==> src/rtl/trig_pkg.sv <==
package trig_pkg;
  typedef enum logic {
    MODE_CUMUL  = 1'b0,
    MODE_CONSEC = 1'b1
  } cnt_mode_e;
endpackage

==> src/rtl/trig_match.sv <==
module trig_match #(
  parameter int DATA_W = 16
) (
  input  logic [DATA_W-1:0] probe_a,
  input  logic [DATA_W-1:0] probe_b,
  output logic              evt
);
  // full-width equality is the qualifying event
  assign evt = (probe_a == probe_b);
endmodule

==> src/rtl/trig_level.sv <==
module trig_level
  import trig_pkg::*;
#(
  parameter int CNT_W = 8
) (
  input  logic             clk,
  input  logic             rst_n,
  input  logic             arm,
  input  logic [CNT_W-1:0] cfg_thr,
  input  logic             cfg_mode,
  input  logic             active,
  input  logic             evt,
  output logic [CNT_W-1:0] cnt,
  output logic             hit
);
  logic [CNT_W-1:0] thr_q;
  cnt_mode_e        mode_q;
  logic             done_q;
  logic [CNT_W:0]   cnt_inc;

  assign cnt_inc = {1'b0, cnt} + 1'b1;
  // level completes in this cycle
  assign hit = active && !done_q && evt && (cnt_inc >= {1'b0, thr_q});

  always_ff @(posedge clk or negedge rst_n) begin
    if (!rst_n) begin
      thr_q  <= CNT_W'(1);
      mode_q <= MODE_CUMUL;
      cnt    <= '0;
      done_q <= 1'b0;
    end else if (arm) begin
      thr_q  <= (cfg_thr == '0) ? CNT_W'(1) : cfg_thr;
      mode_q <= cnt_mode_e'(cfg_mode);
      cnt    <= '0;
      done_q <= 1'b0;
    end else if (active && !done_q) begin
      if (evt) begin
        if (hit) begin
          cnt    <= thr_q;
          done_q <= 1'b1;
        end else begin
          cnt <= cnt_inc[CNT_W-1:0];
        end
      end else if (mode_q == MODE_CONSEC) begin
        cnt <= '0;
      end
    end
  end


  cnt_bounded_chk: assert property (@(posedge clk) disable iff (!rst_n)
    cnt <= thr_q);


  done_frozen_chk: assert property (@(posedge clk) disable iff (!rst_n)
    (done_q && !arm) |=> $stable(cnt));


  consec_clear_chk: assert property (@(posedge clk) disable iff (!rst_n)
    (active && !done_q && !evt && !arm && mode_q == MODE_CONSEC) |=> (cnt == '0));


  cumul_hold_chk: assert property (@(posedge clk) disable iff (!rst_n)
    (active && !evt && !arm && mode_q == MODE_CUMUL) |=> $stable(cnt));
endmodule

==> src/rtl/trig_seq_ctrl.sv <==
module trig_seq_ctrl #(
  parameter int NUM_LEVELS = 10,
  parameter int LVL_W      = $clog2(NUM_LEVELS) + 1
) (
  input  logic                  clk,
  input  logic                  rst_n,
  input  logic                  arm,
  input  logic [LVL_W-1:0]      lvl_cfg,
  input  logic [NUM_LEVELS-1:0] hit,
  output logic [NUM_LEVELS-1:0] active,
  output logic [LVL_W-1:0]      stage,
  output logic                  trig_pulse,
  output logic                  triggered
);
  localparam logic [LVL_W-1:0] MAX_LVL = LVL_W'(NUM_LEVELS);

  logic             running;
  logic [LVL_W-1:0] last_q;
  logic [LVL_W-1:0] last_nx;
  logic             stage_hit;

  always_comb begin
    if (lvl_cfg == '0)          last_nx = '0;
    else if (lvl_cfg > MAX_LVL) last_nx = MAX_LVL - 1'b1;
    else                        last_nx = lvl_cfg - 1'b1;
  end

  for (genvar k = 0; k < NUM_LEVELS; k++) begin : g_act
    assign active[k] = running && (stage == LVL_W'(k));
  end

  assign stage_hit = |(hit & active);

  always_ff @(posedge clk or negedge rst_n) begin
    if (!rst_n) begin
      running    <= 1'b0;
      stage      <= '0;
      last_q     <= '0;
      trig_pulse <= 1'b0;
      triggered  <= 1'b0;
    end else if (arm) begin
      running    <= 1'b1;
      stage      <= '0;
      last_q     <= last_nx;
      trig_pulse <= 1'b0;
      triggered  <= 1'b0;
    end else begin
      trig_pulse <= 1'b0;
      if (running && stage_hit) begin
        if (stage == last_q) begin
          running    <= 1'b0;
          trig_pulse <= 1'b1;
          triggered  <= 1'b1;
        end else begin
          stage <= stage + 1'b1;
        end
      end
    end
  end


  pulse_single_chk: assert property (@(posedge clk) disable iff (!rst_n)
    trig_pulse |=> !trig_pulse);


  pulse_sticky_chk: assert property (@(posedge clk) disable iff (!rst_n)
    trig_pulse |-> triggered);


  sticky_hold_chk: assert property (@(posedge clk) disable iff (!rst_n)
    (triggered && !arm) |=> triggered);


  one_level_chk: assert property (@(posedge clk) disable iff (!rst_n)
    $onehot0(active));


  stage_range_chk: assert property (@(posedge clk) disable iff (!rst_n)
    stage < MAX_LVL);
endmodule

==> src/rtl/trig_seq_unit.sv <==
module trig_seq_unit #(
  parameter int DATA_W     = 16,
  parameter int CNT_W      = 8,
  parameter int NUM_LEVELS = 10,
  parameter int LVL_W      = $clog2(NUM_LEVELS) + 1
) (
  input  logic                        clk,
  input  logic                        rst_n,
  input  logic                        arm,
  input  logic [LVL_W-1:0]            lvl_count,
  input  logic [NUM_LEVELS-1:0]       mode_sel,
  input  logic [NUM_LEVELS*CNT_W-1:0] thresh,
  input  logic [DATA_W-1:0]           probe_a,
  input  logic [DATA_W-1:0]           probe_b,
  output logic                        trig_pulse,
  output logic                        triggered,
  output logic [LVL_W-1:0]            active_level,
  output logic [CNT_W-1:0]            cur_count
);
  logic                  evt;
  logic [NUM_LEVELS-1:0] hit;
  logic [NUM_LEVELS-1:0] active;
  logic [CNT_W-1:0]      cnt_arr [NUM_LEVELS];

  trig_match #(.DATA_W(DATA_W)) u_match (
    .probe_a (probe_a),
    .probe_b (probe_b),
    .evt     (evt)
  );

  for (genvar k = 0; k < NUM_LEVELS; k++) begin : g_lvl
    trig_level #(.CNT_W(CNT_W)) u_lvl (
      .clk      (clk),
      .rst_n    (rst_n),
      .arm      (arm),
      .cfg_thr  (thresh[k*CNT_W +: CNT_W]),
      .cfg_mode (mode_sel[k]),
      .active   (active[k]),
      .evt      (evt),
      .cnt      (cnt_arr[k]),
      .hit      (hit[k])
    );
  end

  trig_seq_ctrl #(.NUM_LEVELS(NUM_LEVELS), .LVL_W(LVL_W)) u_ctrl (
    .clk        (clk),
    .rst_n      (rst_n),
    .arm        (arm),
    .lvl_cfg    (lvl_count),
    .hit        (hit),
    .active     (active),
    .stage      (active_level),
    .trig_pulse (trig_pulse),
    .triggered  (triggered)
  );

  always_comb begin
    cur_count = '0;
    for (int i = 0; i < NUM_LEVELS; i++) begin
      if (active_level == LVL_W'(i)) cur_count = cnt_arr[i];
    end
  end


  arm_clear_chk: assert property (@(posedge clk) disable iff (!rst_n)
    arm |=> (cur_count == '0 && !triggered && !trig_pulse && active_level == '0));


  reset_state_chk: assert property (@(posedge clk)
    !rst_n |-> (!trig_pulse && !triggered && cur_count == '0));
endmodule

==> config.mk <==
export PLATFORM = sky130hd
export DESIGN_NAME = trig_seq_unit
export DESIGN_NICKNAME = d
export VERILOG_FILES = /design/src/rtl/trig_pkg.sv /design/src/rtl/trig_match.sv /design/src/rtl/trig_level.sv /design/src/rtl/trig_seq_ctrl.sv /design/src/rtl/trig_seq_unit.sv
export SDC_FILE = /design/constraint.sdc
export NUM_CORES = 1
export LEC_CHECK = 0
export BUFFER_PORTS_ARGS = -buffer_cell sky130_fd_sc_hd__buf_2
export CAP_MARGIN = 30
export CORE_ASPECT_RATIO = 1.2
export CORE_MARGIN = 5
export CORE_UTILIZATION = 35
export DETAILED_ROUTE_END_ITERATION = 10
export GPL_TIMING_DRIVEN = 0
export SLEW_MARGIN = 20
export SYNTH_ARGS = -nofsm -noshare
export SYNTH_HDL_FRONTEND = slang
export SYNTH_SLANG_ARGS = --single-unit
==> constraint.sdc <==
create_clock -name clk -period 4.59 [get_ports clk]
set_input_delay 0 -clock clk [delete_from_list [all_inputs] [get_ports clk]]
set_output_delay 0 -clock clk [all_outputs]
set_load 0.01 [all_outputs]
==> out/qor.yml <==
layout:
  antennaDiodeCount: 0
  post-route-util_pct: 43.5
  area_growth_pct: 23.2
  drive_above_1_share_pct: 14.3
  nets: 1997
  fill_cells: 3635
  fin_cells: 2258
pwr:
  comb_power_share_pct: 12.4
  pwr_density_cell_mw_per_mm2: 243
  clock_power_share_pct: 40.3
  pwr-share-seq_pct: 47.3
  leakagePower_uw: 0.00735
  power_switching_uw: 1060
  switching_share_pct: 27.4
  power.total_uw: 3880
  ir_drop_mv: 0.254
  p_int_uw: 2820
routing:
  route.detailed.drc: 0
  first_pass_iters: 5
  viasPerCell: 5.53
  drt_iter0_markers: 974
  vias: 12500
  drt_wl_total_um: 43700
  route.detailed.wl_per_inst_um: 19.4
  final_antenna_net_count: 0
timing:
  finalHoldViolations: 0
  hold_ws_ps: 107
  finalCritPeriodShare_pct: 87.5
  final-setup-viol-count: 0
  fin_skew_ps: 21.6
  rsz0062_at_grt: "no"
  tns_ps: 0
  max_clock_freq_ghz: 0.249
  slew_viol_final: 0
  period_needed_ps: 4020
  timing.slew.headroom_pct: 31.7
  tightest_slew_ps: 1020
logic_synthesis:
  netlist_instances: 1502
  synth_top_area_share_pct: 35.3
  yosysWarnings: 0
  ys_seq_area_share_pct: 37.3
  synth.avg_cell_area_um2: 8.64
  ys_seq_elements: 193
  ys_types: 77
  ys_async_sr_fraction_pct: 100
  synth.most_common_cell: "dfrtp_1"
  syn-cell-area_mm2: 0.0130
  synth_edf_count: 0
  synth_flop_cell: "dfrtp_1"
  syn_nets: 1728
  synth.area.top_cells: "dfrtp_1 (35%), ha_1 (9.3%), o21ai_0 (5.0%)"
  synth_top_area_cell: "dfrtp_1"
  synthTopCellsByCount: "dfrtp_1 (183), nand2_1 (149), o21ai_0 (129)"
placed_design:
  place.gp.congestion: 0.918
  numPortBuffers: 144
  placedCellCount: 2122
  dp.final_hpwl_um: 32500
global_route:
  met1_usage_pct: 25.6
  met3_usage_pct: 3.40
  grt_pass1_wl_um: 68400
  use_met2_pct: 36.4
  first_global_vias: 12700
  antenna_found_initial: 0
  grt_usage_pct: 21.1
  grt_max_degree: 95
  grt_busiest_layer: "met2"
  gr-total-overflow: 0
setup_path:
  cp_slowest_cell: "a211oi_1"
  critPathCaptureType: "register"
  cp.required_ps: 4910
  critPathBufInv: 1
  cp_cell_sequence: "ha_1, nand3_1, or3_1, xnor2_1, ha_1, a21oi_1, o221ai_1, a211oi_1, nor3_2, or3_1, buf_2, nor3_1, o41ai_2"
  crit_arrival_ps: 4330
  cpLargestDelayFamily: "simple AND/OR/NAND/NOR gates"
  crit_fanout: 7
  slowest_delay_ps: 630
  reg2reg_slack_ps: 570
  cp-start-kind: "register"
  critical_path_class: "reg -> reg"
min_path:
  hold_path.class: "in -> async"
flow_run:
  cap_viol_max_count: 0
die:
  rows: 77
  initial_core_util_pct: 35.3
  die_h_um: 221
  die_x_um: 186
  io_pins: 145
  dieArea_mm2: 0.0411
  core_mm2: 0.0368
run_status:
  outcome: "finished, final reports clean"
clocking:
  ctsResizeCount: 0
  htreeDepth: 4
  postCtsSetupRepairBufs: 0
  clkTransAtPathRegs_ps: 80
  insertion_delay_ps: 470
  cts_root_buffer: "clkbuf_16"
  clock_sinks: 193
  cts_tree: "yes"
  clockBufferDepth: 2
  numCtsBuffers: 17
  holdBufCountCts: 103
cell usage in the layout, fill, tap and decap left out, types with 9 or more instances in the layout:
cell type,instances
a21o_1,14
a21oi_1,114
a31oi_1,9
and3_1,23
buf_2,165
clkbuf_1,33
clkbuf_16,17
dfrtp_1,183
dfstp_2,10
dlygate4sd3_1,102
ha_1,96
inv_1,120
mux2_2,9
mux2i_1,21
nand2_1,149
nand2b_1,10
nand3_1,49
nor2_1,87
nor3_1,72
nor3b_1,17
nor4_1,15
o211ai_1,18
o21a_1,13
o21ai_0,129
o21ai_1,23
o221ai_1,21
o22ai_1,26
xnor2_1,41
xor2_1,42
sequential cells by signal (all words and copies together) (netlist names):
| name | count |
|---|---|
| u_ctrl.running | 1 |
| g_lvl.u_lvl.cnt | 80 |
| g_lvl.u_lvl.mode_q | 10 |
| g_lvl.u_lvl.done_q | 10 |
| u_ctrl.last_q | 5 |
| u_ctrl.triggered | 1 |
| u_ctrl.stage | 5 |
| g_lvl.u_lvl.thr_q | 80 |
| u_ctrl.trig_pulse | 1 |
power groups by stage:
stage	combinational [uW]	sequential, uW	clock [uW]
after floorplan	211	1840	0
after global placement	393	1870	0
after detailed placement	412	1870	0
after CTS	484	1840	1590
after global routing	541	1840	1670
final	480	1840	1570
final timing paths:
check	startpoint	endpoint	depth (start not counted)
setup / recovery	g_lvl[9].u_lvl.cnt[0]	u_ctrl.stage[3]	13
hold / removal	rst_n	g_lvl[4].u_lvl.thr_q[0]	2
setup reg to reg	g_lvl[9].u_lvl.cnt[0]	u_ctrl.stage[3]	13
hold reg to reg	g_lvl[2].u_lvl.done_q	g_lvl[2].u_lvl.done_q	2
max in group asynchronous	rst_n	g_lvl[1].u_lvl.thr_q[0]	4
min in group clk	arm	g_lvl[2].u_lvl.cnt[0]	4
metal layers:
metal / routed length [um] / vias up
li1: - / 5943
met1: 17900 / 6067
met2: 21700 / 384
met3: 2270 / 95
met4: 1830 / 0
met5: 0 / -
worst reg2reg max path, cell delays in order, from the launching register on:
cell,delay (ps)
dfrtp_1,480
ha_1,270
nand3_1,200
or3_1,420
xnor2_1,150
ha_1,320
a21oi_1,140
o221ai_1,130
a211oi_1,630
nor3_2,180
or3_1,420
buf_2,180
nor3_1,250
o41ai_2,100
through the flow:
stage | worst slack, ps | instance area [um2]
floorplan | 1320 | 13000
global placement | 62.7 | 14300
detailed placement | 672 | 14400
CTS | 650 | 16000
global route | 372 | 16000
finish | 574 | 16000
area by class of cell:
type	count	area, um2	share of cell area, %
buffer	64	302	1.89
clock buffer	19	443	2.77
clock inverter	13	149	0.931
inverter	121	454	2.84
multi-input combinational	1124	7390	46.2
sequential	193	4840	30.3
tap	474	593	3.71
timing repair buffer	250	1820	11.4
logic make-up after synthesis:
| kind of cell | Yosys count | synth area share (%) |
|---|---|---|
| buffers and inverters | 185 | 5.81 |
| AND/OR/NAND/NOR | 477 | 18.7 |
| flip-flops | 193 | 37.3 |
| XOR/XNOR | 83 | 5.60 |
| adder cells (fa/ha/maj) | 96 | 9.25 |
| multiplexers | 30 | 2.40 |
| AO/OA/AOI/OAI | 438 | 21.0 |
No activity file was read; power rests on OpenSTA's default activity.
